<file path="src/rtl/exc_entry_pkg.sv">
package exc_entry_pkg;
    typedef enum logic [1:0] {
        ST_IDLE,
        ST_REQ,
        ST_WAIT,
        ST_DONE
    } seq_state_e;
endpackage

</file>
<file path="src/rtl/exc_prio_pick.sv">
// Chooses one event and forms its vector number.
module exc_prio_pick #(
    parameter int NIRQ     = 32,
    parameter int TRAPW    = 8,
    parameter int VECW     = 8,
    parameter int IRQ_BASE = 48,
    parameter int MMU_VEC  = 4
) (
    input  logic             brk_req,
    input  logic [TRAPW-1:0] brk_trap,
    input  logic             mmu_req,
    input  logic [NIRQ-1:0]  irq_pend,
    input  logic             irq_en,
    output logic             take_o,
    output logic             is_brk_o,
    output logic [VECW-1:0]  vec_o
);
    localparam int IDXW = (NIRQ > 1) ? $clog2(NIRQ) : 1;

    logic [IDXW-1:0] hi_idx;
    logic            any_irq;

    // highest-numbered pending line wins
    always_comb begin
        hi_idx  = '0;
        any_irq = 1'b0;
        for (int i = 0; i < NIRQ; i++) begin
            if (irq_pend[i]) begin
                hi_idx  = IDXW'(i);
                any_irq = 1'b1;
            end
        end
    end

    always_comb begin
        take_o   = 1'b0;
        is_brk_o = 1'b0;
        vec_o    = '0;
        if (brk_req) begin
            take_o   = 1'b1;
            is_brk_o = 1'b1;
            vec_o    = VECW'(brk_trap);
        end else if (mmu_req) begin
            take_o = 1'b1;
            vec_o  = VECW'(MMU_VEC);
        end else if (any_irq && irq_en) begin
            take_o = 1'b1;
            vec_o  = VECW'(IRQ_BASE) + VECW'(hi_idx);
        end
    end
endmodule

</file>
<file path="src/rtl/exc_ccs_shift.sv">
// Pushes the flag field up inside the status word on entry.
module exc_ccs_shift #(
    parameter int XLEN  = 32,
    parameter int KEEP  = 2,
    parameter int SHIFT = 10
) (
    input  logic [XLEN-1:0] ccs_i,
    output logic [XLEN-1:0] ccs_o
);
    localparam int LOW = XLEN - KEEP - SHIFT;

    logic unused_bits;
    assign unused_bits = ^ccs_i[XLEN-KEEP-1:LOW];

    assign ccs_o = {ccs_i[XLEN-1:XLEN-KEEP], ccs_i[LOW-1:0], {SHIFT{1'b0}}};
endmodule

</file>
<file path="src/rtl/exc_entry_seq.sv">
module exc_entry_seq
    import exc_entry_pkg::*;
#(
    parameter int XLEN      = 32,
    parameter int NIRQ      = 32,
    parameter int TRAPW     = 8,
    parameter int IRQ_BASE  = 48,
    parameter int MMU_VEC   = 4,
    parameter int IFLAG_BIT = 8,
    parameter int CCS_KEEP  = 2,
    parameter int CCS_SHIFT = 10,
    parameter int BRK_STEP  = 2
) (
    input  logic             clk,
    input  logic             rst_n,
    input  logic             brk_req,
    input  logic [TRAPW-1:0] brk_trap,
    input  logic             mmu_req,
    input  logic [NIRQ-1:0]  irq_pend,
    input  logic [XLEN-1:0]  cur_pc,
    input  logic [XLEN-1:0]  cur_ccs,
    input  logic [XLEN-1:0]  ebp,
    output logic             rd_valid,
    output logic [XLEN-1:0]  rd_addr,
    input  logic             rd_ready,
    input  logic             rd_rvalid,
    input  logic [XLEN-1:0]  rd_rdata,
    output logic             done,
    output logic [XLEN-1:0]  new_pc,
    output logic [XLEN-1:0]  new_erp,
    output logic [XLEN-1:0]  new_ccs
);
    localparam int VECW = TRAPW;

    typedef struct packed {
        seq_state_e      state;
        logic [XLEN-1:0] addr;
        logic [XLEN-1:0] erp_h;
        logic [XLEN-1:0] ccs_h;
        logic [XLEN-1:0] pc;
        logic [XLEN-1:0] erp;
        logic [XLEN-1:0] ccs;
        logic            done;
    } seq_regs_t;

    seq_regs_t q, d;

    logic            take;
    logic            is_brk;
    logic [VECW-1:0] vec;
    logic [XLEN-1:0] ccs_shifted;

    exc_prio_pick #(
        .NIRQ    (NIRQ),
        .TRAPW   (TRAPW),
        .VECW    (VECW),
        .IRQ_BASE(IRQ_BASE),
        .MMU_VEC (MMU_VEC)
    ) u_pick (
        .brk_req (brk_req),
        .brk_trap(brk_trap),
        .mmu_req (mmu_req),
        .irq_pend(irq_pend),
        .irq_en  (cur_ccs[IFLAG_BIT]),
        .take_o  (take),
        .is_brk_o(is_brk),
        .vec_o   (vec)
    );

    exc_ccs_shift #(
        .XLEN (XLEN),
        .KEEP (CCS_KEEP),
        .SHIFT(CCS_SHIFT)
    ) u_shift (
        .ccs_i(cur_ccs),
        .ccs_o(ccs_shifted)
    );

    always_comb begin
        d      = q;
        d.done = 1'b0;
        case (q.state)
            ST_IDLE: begin
                if (take) begin
                    d.state = ST_REQ;
                    d.addr  = ebp + XLEN'({vec, 2'b00});
                    d.erp_h = is_brk ? cur_pc + XLEN'(BRK_STEP) : cur_pc;
                    d.ccs_h = ccs_shifted;
                end
            end
            ST_REQ: begin
                if (rd_ready) d.state = ST_WAIT;
            end
            ST_WAIT: begin
                if (rd_rvalid) begin
                    d.state = ST_DONE;
                    d.pc    = rd_rdata;
                    d.erp   = q.erp_h;
                    d.ccs   = q.ccs_h;
                    d.done  = 1'b1;
                end
            end
            default: d.state = ST_IDLE;
        endcase
    end

    always_ff @(posedge clk) begin
        if (!rst_n) begin
            q <= '{state: ST_IDLE, default: '0};
        end else begin
            q <= d;
        end
    end

    assign rd_valid = (q.state == ST_REQ);
    assign rd_addr  = q.addr;
    assign done     = q.done;
    assign new_pc   = q.pc;
    assign new_erp  = q.erp;
    assign new_ccs  = q.ccs;
endmodule

</file>
<file path="config.mk">
export PLATFORM = sky130hd
export DESIGN_NAME = exc_entry_seq
export DESIGN_NICKNAME = d
export VERILOG_FILES = /design/src/rtl/exc_entry_pkg.sv /design/src/rtl/exc_prio_pick.sv /design/src/rtl/exc_ccs_shift.sv /design/src/rtl/exc_entry_seq.sv
export SDC_FILE = /design/constraint.sdc
export NUM_CORES = 1
export LEC_CHECK = 0
export BUFFER_PORTS_ARGS = -buffer_cell sky130_fd_sc_hd__buf_2
export CORE_UTILIZATION = 58
export CTS_BUF_LIST = sky130_fd_sc_hd__clkbuf_2
export DETAILED_ROUTE_END_ITERATION = 10
export HOLD_SLACK_MARGIN = 0.02
export PLACE_DENSITY = 0.89
export SLEW_MARGIN = 20
export SYNTH_ARGS = -nofsm -noshare
export SYNTH_HDL_FRONTEND = slang
export SYNTH_HIERARCHICAL = 1
export SYNTH_SLANG_ARGS = --single-unit
</file>
<file path="constraint.sdc">
create_clock -name clk -period 7.73 [get_ports clk]
set_input_delay 0.3865 -clock clk [delete_from_list [all_inputs] [get_ports clk]]
set_output_delay 0.3865 -clock clk [all_outputs]
set_load 0.02 [all_outputs]
</file>
### After elaboration in Yosys (flattened, before gate mapping)

Cells that the tools add are included.

* flip-flop bits (word level): 175
* latch bits: 0
* bits in writable memories: 0
* bits in read-only memories: 0
* output and inout bits: 130
* memories kept: 0

* add/sub/neg operators: 3
* multiply operators: 0
* divide/modulo/power cells: 0
* magnitude comparators: 0
* equality and inequality tests: 5
* shift operators: 0
* muxes and demuxes: 76
* bitwise gates (word level): 0
* reductions and logical operators: 6

Operators with widths (number)
* 98-bit 2-to-1 mux: 1
* 5-bit 2-to-1 mux: 16
* 1-bit 2-to-1 mux: 38
* 32-bit by 10-bit adder with 32-bit output: 1
* 32-bit by 2-bit adder with 32-bit output (second input constant): 1
* 32-bit 2-to-1 mux: 1
* 4-bit 2-to-1 mux: 8
* 8-bit 2-to-1 mux: 3
* 3-bit 2-to-1 mux: 4
* 2-bit 2-to-1 mux: 4
* 6-bit by 5-bit adder with 7-bit output (first input constant): 1
* 2-bit case mux with 3 select lines: 1
* 2-bit AND reduction: 3
* 2-bit != test (second input constant): 2
* 3-bit AND reduction: 1
* 2-bit by 1-bit equality test with 1-bit output (second input constant): 1
* 2-bit equality test (second input constant): 1
* 2-bit zero test: 1
* 2-bit by 1-bit != test with 1-bit output (second input constant): 1
* 1-bit logical AND: 1

### Depth between registers and ports, before layout

* word-level depth: 39
* gate-level depth with buffers: 15
* gate-level depth less buffers: 13

### Modules after synthesis

Netlist, hierarchy kept.

Modules (own cells, without submodules)
* exc_entry_seq: times used 1, cells an instance 1133, area each 9056.2 um^2
* exc_prio_pick: times used 1, cells an instance 80, area each 499.2 um^2
* exc_ccs_shift: times used 1, cells an instance 33, area each 244.0 um^2

### Least setup slack after synthesis

OpenSTA, ideal clock, no wires.

* path type: input port to flip-flop
* from: input port brk_req
* to: register q, in the netlist rd_addr[26]
* library setup time: 74 ps
* data arrival time: 3078 ps
* required time: 7656 ps
* path slack: 4578 ps
* stages: 14
* path through: clkbuf_1 nor2_1 o211ai_2 a221oi_1 o41a_1 ha_1 inv_1 fa_1 nor2b_1 o31a_1 buf_2 o21ai_1 or3_1 a31oi_1

* word-level cells in the longest chain between the ends: 2
* elaborated cells on any way between the ends: 4

Ends and longest elaborated chain
* from (decl): RTL line exc_entry_seq.sv:16 `input logic brk_req,`
* 8-bit 2-to-1 mux: RTL line exc_prio_pick.sv:39 `if (brk_req) begin`
* named net vec[0]: RTL line exc_entry_seq.sv:50 `logic [VECW-1:0] vec;`
* 32-bit by 10-bit adder with 32-bit output: RTL line exc_entry_seq.sv:86 `d.addr = ebp + XLEN'({vec, 2'b00});`
* to (signal assigned): RTL line exc_entry_seq.sv:109 `q <= '{state: ST_IDLE, default: '0};`
* to (signal assigned): RTL line exc_entry_seq.sv:111 `q <= d;`
* to (decl): RTL line exc_entry_seq.sv:46 `seq_regs_t q, d;`

The timed path passes the listed nets, and every way through them passes these cells.
A chain may end at the register's enable or synchronous reset.

### Worst setup path after layout

* from: input port cur_ccs[8]
* to: register q, in the netlist rd_addr[26]

* word-level cells in the longest chain between the ends: 5
* elaborated cells on any way between the ends: 9

Ends and longest elaborated chain
* from (decl): RTL line exc_entry_seq.sv:21 `input logic [XLEN-1:0] cur_ccs,`
* 1-bit logical AND: RTL line exc_prio_pick.sv:46 `end else if (any_irq && irq_en) begin`
* 8-bit 2-to-1 mux: RTL line exc_prio_pick.sv:46
* 8-bit 2-to-1 mux: RTL line exc_prio_pick.sv:43 `end else if (mmu_req) begin`
* 8-bit 2-to-1 mux: RTL line exc_prio_pick.sv:39
* named net vec[0]: RTL line exc_entry_seq.sv:50
* 32-bit by 10-bit adder with 32-bit output: RTL line exc_entry_seq.sv:86

The timed path passes the listed nets, and every way through them passes these cells.

==> results.cfg <==
[status]
status = completed

[cells_and_area]
area_growth_pct = 18.5
drive_gt1_share_pct = 24.0
final_util_pct = 70.3
n_fill_cell = 1196
num-nets-final = 1649

[timing]
min_period_ps = 4090
hold_violations = 0
max_freq_ghz = 0.245
finalCritPeriodShare_pct = 52.9
fin_worst_skew_ps = 39.3
rsz0062_at_grt = false
worst_pin_slew_ps = 1080
slew_headroom_pct = 28.0
slew_violations = 0
setup_viol = 0
fin_setup_tns_ps = 0

[die]
die_w_um = 132
coreArea_mm2 = 0.0165
die_height_um = 132
initial_core_util_pct = 59.3
die-area_mm2 = 0.0174
ios = 304
rows = 47

[clock_tree]
cts_root_buffer = clkbuf_2
clk_pin_slew_ps = 290
clock_path_buffers = 2
postCtsSetupBuffers = 0
clock_latency_ps = 760
cts_max_level = 4
cts_sinks = 195
tritoncts = done
cts_resized = 0
ctsHoldBuffers = 125
cts_buffers = 17

[synthesis]
ys_ff_latch = 195
syn-instance-count = 1246
synth_common_cells = nand2_1 (291), dfxtp_1 (195), a21oi_1 (180)
synth-seq-area-share_pct = 39.8
synth_most_common_cell = nand2_1
synth_cell_types = 61
synth_edf_count = 0
synth_area_per_cell_um2 = 7.86
yosysWarnings = 6
yosysTopAreaCell = dfxtp_1
yosysTopAreaCellShare_pct = 39.8
synthArstFlopShare_pct = 0
syn_area_mm2 = 0.00980
synth_ff_type = dfxtp_1
synth.area.top_cells = dfxtp_1 (40%), buf_4 (12%), nand2_1 (11%), a21oi_1 (9.2%), o21ai_0 (2.9%)

[detailed_routing]
wl_mm = 26.7
vias_per_cell = 5.52
vias = 9359
first_pass_iters = 5
drc = 0
ant_nets = 0
wl_per_cell_um = 15.8
drt_iter0_drc = 693

[global_route]
grt_pass1_vias = 8829
grt-ovfl-total = 0
antenna_found_initial = 2
grt_max_degree = 120
grt_usage_pct = 30.3
grt_pass1_wl_mm = 42.8

[placement]
dpl.hpwl_mm = 15.2
portBuffers = 293
gp_congestion = 0.918

[flow_run]
max_cap_viol_count = 0

[setup_path]
worstPathCellList = dlygate4sd3_1, buf_2, o211ai_2, a221oi_1, o41a_1, ha_1, inv_1, fa_1, nor2b_1, o31a_1, o21ai_1, o21ai_0, dlygate4sd3_1, a31oi_1, dlygate4sd3_1
cp_max_fo = 9
crit_type = in2reg
worstPathArrival_ps = 4790
cpPeakStageDelay_ps = 600
critPathBufInv = 5
critPathCaptureType = register
path_delay_family = buffers and inverters
cp.required_ps = 8430
cp_slowest_cell = dlygate4sd3_1
cp-start-kind = input port
critPathMostFrequentCell = dlygate4sd3_1

[power]
p_clk_share_pct = 18.5
cellLeakagePower_nw = 4.91
peakVddDrop_uv = 165
p_comb_share_pct = 34.0
intPower_mw = 1.64
p_sw_mw = 1.05
switching_share_pct = 39.0
pwr-share-seq_pct = 47.5
powerDensity_mw_per_mm2 = 232

[worst_hold_path]
min_path_type = in2reg
==> power by group through the flow <==
stage / sequential (mW) / combinational [mW] / clock (mW)
6_report: 1.28 / 0.916 / 0.498
5_1_grt: 1.30 / 1.00 / 0.549
4_1_cts: 1.27 / 0.894 / 0.509
3_5_place_dp: 1.29 / 0.837 / 0
3_3_place_gp: 1.28 / 0.815 / 0
2_1_floorplan: 1.27 / 0.713 / 0
==> cell type report <==
class / instances / area [um^2] / share of cell area (%)
Sequential cell: 195 / 3900 / 33.6
Clock inverter: 11 / 130 / 1.12
Clock buffer: 19 / 95.1 / 0.819
Multi-Input combinational cell: 806 / 4380 / 37.7
Antenna cell: 2 / 5.00 / 0.0431
Inverter: 22 / 85.1 / 0.733
Tap cell: 220 / 275 / 2.37
Timing Repair Buffer: 420 / 2740 / 23.6
==> cells in the final DEF (no fill, tap or decap), types with 6 or more instances in the layout <==
cell,count
a211oi_1,17
o211ai_1,7
a21oi_1,180
xnor2_1,23
nand3_1,19
inv_1,21
nand4_1,9
nor2_1,37
nor3_1,12
conb_1,10
o2111ai_1,6
nand2_1,289
and3_1,6
ha_1,12
dfxtp_1,195
buf_2,293
nor4_1,15
clkbuf_2,19
o21ai_0,57
dlygate4sd3_1,125
xor2_1,28
==> flip-flops by register name, indices dropped and copies added, names as in the netlist <==
signal   count
q           66
new_ccs     32
new_erp     32
new_pc      32
rd_addr     32
done         1
==> worst min-delay path, cell delays in order <==
cell      delay [ps]
buf_2            210
xnor2_1          170
a211oi_1          60
==> final timing paths <==
path,from,end,slack [ps],cells after the start
worst min register to register,q[123]$_SDFFE_PN0P_,new_ccs[26]$_SDFFE_PN0P_,440,2
worst min-delay path,brk_req,q[130]$_SDFFE_PN0P_,110,3
worst max register to register,q[193]$_SDFFE_PN0P_,rd_addr[16]$_SDFFE_PN0P_,4240,8
worst max-delay path,cur_ccs[8],rd_addr[26]$_SDFFE_PN0P_,3640,15
==> cells by family (layout without fill, tap and decap cells) <==
group                    after synthesis  count (layout)  share of synthesized area, %
multiplexers                           2               2                         0.204
buffers and inverters                254             472                          16.0
flip-flops                           195             195                          39.8
AND/OR/NAND/NOR                      430             430                          20.4
XOR/XNOR                              51              51                          4.56
other                                  1              12                        0.0383
AO/OA/AOI/OAI                        300             300                          17.3
adder cells (fa/ha/maj)               13              13                          1.74
==> layer usage <==
metal	share of wire, %	global-route usage (%)	routed length (um)
met1	39	35.4	10500
met2	48	51.6	12900
met3	7.9	7.19	2110
met4	4.6	15.6	1220
met5	0	0	0
==> metrics by stage <==
stage / instances / power (mW) / area, um^2 / setup WS, ps / hold slack [ps]
global route: 1695 / 2.85 / 11600 / 3580 / 57.4
global placement: 1538 / 2.10 / 10100 / 3870 / 435
CTS: 1693 / 2.67 / 11600 / 3840 / 31.8
finish: 1695 / 2.69 / 11600 / 3640 / 112
floorplan: 1255 / 1.99 / 9830 / 4580 / 429
detailed placement: 1538 / 2.13 / 10100 / 3790 / 443
No activity file was read; power rests on OpenSTA's default activity.
